===== config.mk =====
export PLATFORM = sky130hd
export DESIGN_NAME = mcd_ctrl_reg
export DESIGN_NICKNAME = d
export VERILOG_FILES = /design/src/rtl/mcd_pkg.sv /design/src/rtl/mcd_host_field.sv /design/src/rtl/mcd_dev_status.sv /design/src/rtl/mcd_irq_qual.sv /design/src/rtl/mcd_ctrl_reg.sv
export SDC_FILE = /design/constraint.sdc
export NUM_CORES = 1
export LEC_CHECK = 0
export BUFFER_PORTS_ARGS = -buffer_cell sky130_fd_sc_hd__buf_2
export CAP_MARGIN = 20
export CORE_AREA = 2 2 40 60
export DETAILED_ROUTE_END_ITERATION = 7
export DIE_AREA = 0 0 42 62
export MAX_ROUTING_LAYER = met4
export PLACE_DENSITY_LB_ADDON = 0.3
export RECOVER_POWER = 50
export SYNTH_ARGS = -nofsm -noshare
export SYNTH_HDL_FRONTEND = slang
export SYNTH_SLANG_ARGS = --single-unit

===== constraint.sdc =====
create_clock -name clk -period 1.15 [get_ports clk]
set_input_delay 0.1725 -clock clk [delete_from_list [all_inputs] [get_ports clk]]
set_output_delay 0.1725 -clock clk [all_outputs]
set_load 0.005 [all_outputs]

===== src/rtl/mcd_pkg.sv =====
package mcd_pkg;

   localparam int WORD_W    = 16;
   localparam int POS_IXQ   = 15;
   localparam int POS_ACC   = 14;
   localparam int POS_DBAC  = 11;
   localparam int POS_DPB   = 10;
   localparam int POS_BCAST = 9;
   localparam int POS_IDXZ  = 8;
   localparam int NUM_EVT   = 2;
   localparam int EVT_ACC   = 0;
   localparam int EVT_IXQ   = 1;

   typedef enum logic [1:0] {
      OWN_NONE,
      OWN_HOST_ANY,
      OWN_HOST_IDLE,
      OWN_DEVICE
   } own_e;

   function automatic own_e bit_owner(input int idx);
      if (idx >= 12)              return OWN_HOST_ANY;
      if (idx == 3)               return OWN_HOST_ANY;
      if (idx == 2)               return OWN_HOST_IDLE;
      if (idx >= 8 && idx <= 11)  return OWN_DEVICE;
      return OWN_NONE;
   endfunction

endpackage


===== src/rtl/mcd_host_field.sv =====
module mcd_host_field
   import mcd_pkg::*;
#(
   parameter int W = WORD_W
) (
   input  logic         clk,
   input  logic         rst_n,
   input  logic         wr_en,
   input  logic         exec_en,
   input  logic [W-1:0] wdata,
   output logic [W-1:0] q
);

   for (genvar i = 0; i < W; i++) begin : g_bit
      localparam own_e OWNER = bit_owner(i);
      logic en;

      if (OWNER == OWN_HOST_ANY) begin : g_any
         assign en = wr_en;
      end else if (OWNER == OWN_HOST_IDLE) begin : g_idle
         assign en = wr_en & ~exec_en;
      end else begin : g_none
         assign en = 1'b0;
      end

      always_ff @(posedge clk or negedge rst_n) begin
         if (!rst_n)  q[i] <= 1'b0;
         else if (en) q[i] <= wdata[i];
      end
   end

endmodule


===== src/rtl/mcd_dev_status.sv =====
module mcd_dev_status (
   input  logic clk,
   input  logic rst_n,
   input  logic sw_rst,
   input  logic hit,
   input  logic host_rd,
   input  logic dpb_in,
   input  logic bcast_in,
   input  logic idxz_in,
   output logic dbac,
   output logic dpb,
   output logic bcast,
   output logic idxz
);

   always_ff @(posedge clk or negedge rst_n) begin
      if (!rst_n) begin
         dbac  <= 1'b0;
         dpb   <= 1'b0;
         bcast <= 1'b0;
         idxz  <= 1'b0;
      end else if (sw_rst) begin
         dbac  <= 1'b0;
         dpb   <= 1'b0;
         bcast <= 1'b0;
      end else if (hit) begin
         dbac  <= 1'b1;
         dpb   <= dpb_in;
         bcast <= bcast_in;
         idxz  <= idxz_in;
      end else if (host_rd) begin
         dbac  <= 1'b0;
      end
   end

endmodule


===== src/rtl/mcd_irq_qual.sv =====
module mcd_irq_qual
   import mcd_pkg::*;
#(
   parameter int NEV = NUM_EVT
) (
   input  logic           clk,
   input  logic           rst_n,
   input  logic           cmd_hit,
   input  logic [NEV-1:0] word_en,
   input  logic [NEV-1:0] glob_en,
   input  logic [NEV-1:0] cond,
   input  logic           clr_wr,
   input  logic [NEV-1:0] clr_mask,
   output logic [NEV-1:0] pend,
   output logic           irq,
   output logic           log_wr,
   output logic [NEV-1:0] log_code
);

   logic [NEV-1:0] raise;

   assign raise = {NEV{cmd_hit}} & word_en & glob_en & cond;

   for (genvar e = 0; e < NEV; e++) begin : g_evt
      always_ff @(posedge clk or negedge rst_n) begin
         if (!rst_n)                     pend[e] <= 1'b0;
         else if (raise[e])              pend[e] <= 1'b1;
         else if (clr_wr && clr_mask[e]) pend[e] <= 1'b0;
      end
   end

   always_ff @(posedge clk or negedge rst_n) begin
      if (!rst_n) begin
         log_wr   <= 1'b0;
         log_code <= '0;
      end else begin
         log_wr   <= |raise;
         log_code <= raise;
      end
   end

   assign irq = |pend;

endmodule


===== src/rtl/mcd_ctrl_reg.sv =====
module mcd_ctrl_reg
   import mcd_pkg::*;
#(
   parameter int SA_W  = 5,
   parameter int IDX_W = 8
) (
   input  logic              clk,
   input  logic              rst_n,
   input  logic              exec_en,
   input  logic              sw_rst,
   input  logic              host_rd,
   input  logic              host_wr,
   input  logic [15:0]       host_wdata,
   output logic [15:0]       host_rdata,
   input  logic              dev_done,
   input  logic              dev_tr,
   input  logic [SA_W-1:0]   dev_sa,
   input  logic              dev_indexed,
   input  logic [IDX_W-1:0]  dev_idx_pre,
   input  logic [IDX_W-1:0]  dev_idx_post,
   input  logic              dev_dpb,
   input  logic              dev_bcast,
   input  logic              glob_iwa_en,
   input  logic              glob_ixeqz_en,
   input  logic              pend_clr_wr,
   input  logic [1:0]        pend_clr_mask,
   output logic [1:0]        pend_q,
   output logic              irq_msg,
   output logic              log_wr,
   output logic [1:0]        log_code
);

   localparam logic [SA_W-1:0]  SA_LOW  = '0;
   localparam logic [SA_W-1:0]  SA_HIGH = '1;
   localparam logic [IDX_W-1:0] IDX_ONE = IDX_W'(1);

   if (SA_W < 1) begin : g_bad_sa
      $error("mcd_ctrl_reg: SA_W must be at least 1");
   end
   if (IDX_W < 1) begin : g_bad_idx
      $error("mcd_ctrl_reg: IDX_W must be at least 1");
   end

   logic              cmd_hit;
   logic              idx_to_zero;
   logic [WORD_W-1:0] host_q;
   logic              st_dbac, st_dpb, st_bcast, st_idxz;
   logic [NUM_EVT-1:0] ev_word_en, ev_glob_en, ev_cond;

   assign cmd_hit = dev_done & exec_en & ~dev_tr &
                    ((dev_sa == SA_LOW) | (dev_sa == SA_HIGH));

   assign idx_to_zero = dev_indexed & (dev_idx_pre == IDX_ONE) &
                        (dev_idx_post == '0);

   mcd_host_field #(.W(WORD_W)) u_host (
      .clk     (clk),
      .rst_n   (rst_n),
      .wr_en   (host_wr),
      .exec_en (exec_en),
      .wdata   (host_wdata),
      .q       (host_q)
   );

   mcd_dev_status u_stat (
      .clk      (clk),
      .rst_n    (rst_n),
      .sw_rst   (sw_rst),
      .hit      (cmd_hit),
      .host_rd  (host_rd),
      .dpb_in   (dev_dpb),
      .bcast_in (dev_bcast),
      .idxz_in  (idx_to_zero),
      .dbac     (st_dbac),
      .dpb      (st_dpb),
      .bcast    (st_bcast),
      .idxz     (st_idxz)
   );

   always_comb begin
      ev_word_en          = '0;
      ev_glob_en          = '0;
      ev_cond             = '0;
      ev_word_en[EVT_ACC] = host_q[POS_ACC];
      ev_word_en[EVT_IXQ] = host_q[POS_IXQ];
      ev_glob_en[EVT_ACC] = glob_iwa_en;
      ev_glob_en[EVT_IXQ] = glob_ixeqz_en;
      ev_cond[EVT_ACC]    = 1'b1;
      ev_cond[EVT_IXQ]    = idx_to_zero;
   end

   mcd_irq_qual #(.NEV(NUM_EVT)) u_irq (
      .clk      (clk),
      .rst_n    (rst_n),
      .cmd_hit  (cmd_hit),
      .word_en  (ev_word_en),
      .glob_en  (ev_glob_en),
      .cond     (ev_cond),
      .clr_wr   (pend_clr_wr),
      .clr_mask (pend_clr_mask),
      .pend     (pend_q),
      .irq      (irq_msg),
      .log_wr   (log_wr),
      .log_code (log_code)
   );

   always_comb begin
      host_rdata            = host_q;
      host_rdata[POS_DBAC]  = st_dbac;
      host_rdata[POS_DPB]   = st_dpb;
      host_rdata[POS_BCAST] = st_bcast;
      host_rdata[POS_IDXZ]  = st_idxz;
   end

endmodule


==> metrics.txt <==
# TYPE chip_impl_metric gauge
chip_impl_info{name="run_status",value="complete, but fails checks"} 1
chip_impl_info{name="violations",value="setup timing"} 1
chip_impl_metric{name="finalSetupViolCount",unit=""} 1
chip_impl_metric{name="worst-path-max-fanout",unit=""} 2
chip_impl_info{name="setup.worst_path.end_class",value="primary output"} 1
chip_impl_metric{name="routed-via-count",unit=""} 716
chip_impl_metric{name="fp.coreArea",unit="mm²"} 0.00213
chip_impl_metric{name="groute.usage.overall",unit="%"} 14.1
chip_impl_metric{name="num_antenna_cells",unit=""} 0
chip_impl_metric{name="post-route-drc-count",unit=""} 0
chip_impl_metric{name="cap_viol_max_count",unit=""} 0
chip_impl_metric{name="clock.fmax",unit="MHz"} 841
chip_impl_info{name="synth_most_common_cell",value="sky130_fd_sc_hd__dfrtp_1"} 1
chip_impl_metric{name="clkTransAtPathRegs",unit="ns"} 0.08
chip_impl_metric{name="worst-path-buf-inv",unit=""} 1
chip_impl_metric{name="critical-path-max-stage-delay",unit="ns"} 0.39
chip_impl_metric{name="area_delta_synth_final",unit="%"} 53.6
chip_impl_metric{name="worst_ep_arrival_time",unit="ns"} 1.02
chip_impl_metric{name="power.static_leakage",unit="nW"} 0.609
chip_impl_metric{name="ys_async_sr_fraction",unit="%"} 100
chip_impl_metric{name="clock_sink_total",unit=""} 15
chip_impl_info{name="endpoint_of_the_most_critical_register_to_register_path",value="u_irq.log_wr"} 1
chip_impl_metric{name="synth.yosys.seq_area_share",unit="%"} 49.2
chip_impl_metric{name="fp-row-count",unit=""} 21
chip_impl_metric{name="htree_levels",unit=""} 1
chip_impl_metric{name="slew_viol_final",unit=""} 0
chip_impl_metric{name="placed_cells_incl_taps",unit=""} 148
chip_impl_metric{name="first_global_vias",unit=""} 657
chip_impl_metric{name="vias_per_cell",unit=""} 4.65
chip_impl_metric{name="cts.path.max_buffers",unit=""} 2
chip_impl_info{name="clockRootBuffer",value="sky130_fd_sc_hd__clkbuf_4"} 1
chip_impl_info{name="crit_slowest_cell",value="sky130_fd_sc_hd__dfrtp_1"} 1
chip_impl_metric{name="chipHeight",unit="µm"} 62
chip_impl_metric{name="finalCriticalPeriod",unit="ns"} 1.19
chip_impl_info{name="cpLargestDelayFamily",value="flip-flops"} 1
chip_impl_metric{name="ant_nets",unit=""} 0
chip_impl_metric{name="placed_cell_area",unit="mm²"} 0.00104
chip_impl_metric{name="synthesis.area_per_instance",unit="µm²"} 10.9
chip_impl_metric{name="finalNonFillerCells",unit=""} 154
chip_impl_metric{name="ys_seq_elements",unit=""} 15
chip_impl_metric{name="vdd_drop_max",unit="mV"} 0.537
chip_impl_info{name="crit-reg2reg-launch",value="u_host.q[15]"} 1
chip_impl_info{name="timing.critical_path.cells",value="or2_4, buf_6"} 1
chip_impl_metric{name="cp.depth",unit=""} 2
chip_impl_metric{name="floorplan.die_area",unit="mm²"} 0.00260
chip_impl_metric{name="port-buffer-count",unit=""} 58
chip_impl_metric{name="route.detailed.wl_per_inst",unit="µm"} 11.5
chip_impl_metric{name="grt_start_max_net_pins",unit=""} 16
chip_impl_info{name="biggest_area_consumer_among_synthesized_cells",value="sky130_fd_sc_hd__dfrtp_1"} 1
chip_impl_metric{name="final.period_utilization",unit="%"} 103
chip_impl_info{name="unrepaired_setup_endpoints_after_global_routing",value="yes"} 1
chip_impl_info{name="synth_top_flop_cell",value="sky130_fd_sc_hd__dfrtp_1"} 1
chip_impl_metric{name="cell_count_after_synthesis",unit=""} 70
chip_impl_metric{name="postLayoutSetupSlackWorst",unit="ns"} -0.0386
chip_impl_info{name="tritoncts",value="built"} 1
chip_impl_metric{name="drt_iter0_drc",unit=""} 5
chip_impl_metric{name="worst_skew_pair.late_latency",unit="ns"} 0.27
chip_impl_metric{name="synth-edff-count",unit=""} 0
chip_impl_metric{name="gpl.final_weighted_congestion",unit=""} 0.698
chip_impl_metric{name="ioPinCount",unit=""} 75
chip_impl_metric{name="yosysUniqueCellTypes",unit=""} 25
chip_impl_metric{name="timing.critical_path.required",unit="ns"} 0.98
chip_impl_metric{name="tritoncts.num_buffers",unit=""} 3
chip_impl_metric{name="timing.hold.ws",unit="ns"} 0.125
chip_impl_metric{name="syn_area",unit="µm²"} 763
chip_impl_metric{name="finalClockSkew",unit="ns"} 0.000157
chip_impl_metric{name="power.density",unit="mW/mm²"} 887
chip_impl_metric{name="worstHoldPathCells",unit=""} 2
chip_impl_metric{name="fp.dieW",unit="µm"} 42
chip_impl_info{name="crit_path_start_kind",value="register"} 1
chip_impl_metric{name="timing.final.hold_violations",unit=""} 0
chip_impl_metric{name="post-route-cell-area",unit="mm²"} 0.00117
chip_impl_info{name="hp-start",value="host_wdata[15]"} 1
chip_impl_metric{name="grt_first_pass_wirelength",unit="µm"} 2660
chip_impl_metric{name="synth_top_area_share",unit="%"} 49.2
chip_impl_metric{name="wirelength",unit="µm"} 1770
chip_impl_info{name="worstSetupPathType",value="reg2out"} 1
chip_impl_metric{name="initial_core_util",unit="%"} 35.9
chip_impl_info{name="synth_commonest_cells",value="15 x sky130_fd_sc_hd__dfrtp_1, 10 x sky130_fd_sc_hd__buf_4, 6 x sky130_fd_sc_hd__mux2_2, 6 x sky130_fd_sc_hd__nand2_1, 5 x sky130_fd_sc_hd__nand2b_1"} 1
chip_impl_metric{name="detail_route.first_pass.iterations",unit=""} 3
chip_impl_info{name="hold_critical_path_endpoint",value="u_host.q[15]"} 1
chip_impl_metric{name="antenna_violations_before_repair",unit=""} 0
chip_impl_info{name="synth_top_cells_by_area",value="sky130_fd_sc_hd__dfrtp_1 49%, sky130_fd_sc_hd__buf_4 9.8%, sky130_fd_sc_hd__mux2_2 8.9%"} 1
chip_impl_metric{name="grt_overflow",unit=""} 0
chip_impl_metric{name="yosysWarningCount",unit=""} 0
chip_impl_metric{name="reg2regPathDepth",unit=""} 3
chip_impl_metric{name="worst-r2r-setup-slack",unit="ns"} 0.27
chip_impl_info{name="hold_path_class",value="in2reg"} 1
chip_impl_metric{name="final_net_count",unit=""} 185
chip_impl_metric{name="post_route_cells_drive_above_1_share",unit="%"} 63.4
==> where the power goes <==
| part | switching (mW) | internal, mW |
|---|---|---|
| logic | 0.0798 | 0.111 |
| registers | 0.0119 | 0.551 |
| clock network | 0.152 | 0.134 |
| total | 0.243 | 0.796 |
==> final cells by class <==
class / count / area (µm²)
fillers: 207 / 956
multi-input cells: 49 / 383
clock buffers: 4 / 26.3
repair buffers: 63 / 359
well taps: 23 / 28.8
flip-flops and latches: 15 / 375
==> how the worst max path moves through the flow <==
| stage | from | to | slack [ns] |
|---|---|---|---|
| finish | u_irq.pend[1] | irq_msg | -0.04 |
| global route | u_irq.pend[1] | irq_msg | -0.1 |
| CTS | u_irq.pend[0] | irq_msg | -0.05 |
| detailed placement | dev_sa[2] | u_irq.pend[1] | -0.26 |
| global placement | dev_sa[2] | u_irq.pend[1] | -0.22 |
| floorplan | dev_sa[2] | u_stat.idxz | -0.16 |
==> logic make-up after synthesis <==
group / count (synthesis) / synth area share (%)
and+or+nand+nor: 28 / 21.5
DFF: 15 / 49.2
buffers and inverters: 11 / 11.3
muxes: 9 / 12.8
AOI/OAI and AO/OA: 6 / 4.75
other: 1 / 0.491
==> state kept, by name, indices dropped and copies added, names as in the netlist <==
signal and count:
u_irq.log_wr 1, u_stat.dbac 1, u_host.q 6, u_irq.log_code 2
u_irq.pend 2, u_stat.bcast 1, u_stat.dpb 1, u_stat.idxz 1
==> per-stage QoR <==
stage / setup WS [ns] / TNS [ns] / utilization [%] / power, mW
4_1_cts: -0.0538 / -0.0538 / 51.4 / 1.05
6_report: -0.0386 / -0.0386 / 55.1 / 1.04
3_3_place_gp: -0.220 / -1.84 / 49.0 / 0.739
3_5_place_dp: -0.260 / -2.13 / 49.0 / 0.746
5_1_grt: -0.0969 / -0.126 / 55.1 / 1.11
2_1_floorplan: -0.161 / -0.380 / - / 0.641
==> per-layer routing <==
layer / share of wire, % / vias to the layer above / track usage [%]
met4: 0.90 / 0 / 8.29
met5: 0 / - / -
li1: - / 349 / -
met2: 61 / 20 / 24.3
met1: 33 / 345 / 15.0
met3: 5.2 / 2 / 3.18
==> timing repair <==
item                                    CTS  global route
resized for setup                         2            16
hold endpoints to repair                 15             0
gates cloned                              0             0
setup buffers                             1             0
hold buffers                              1             0
pin swaps                                 0             5
endpoints found under the setup margin    1            10
==> placed cells by master (no fill, tap or decap), drive strengths merged, types with 3 or more instances in the layout <==
cell and count:
nor2 3, mux2 6, nand2b 5, nand2 6, clkbuf 5, conb 6, buf 61, dfrtp 15
nor3 3, mux2i 3
(Power assumes the default switching activity.)
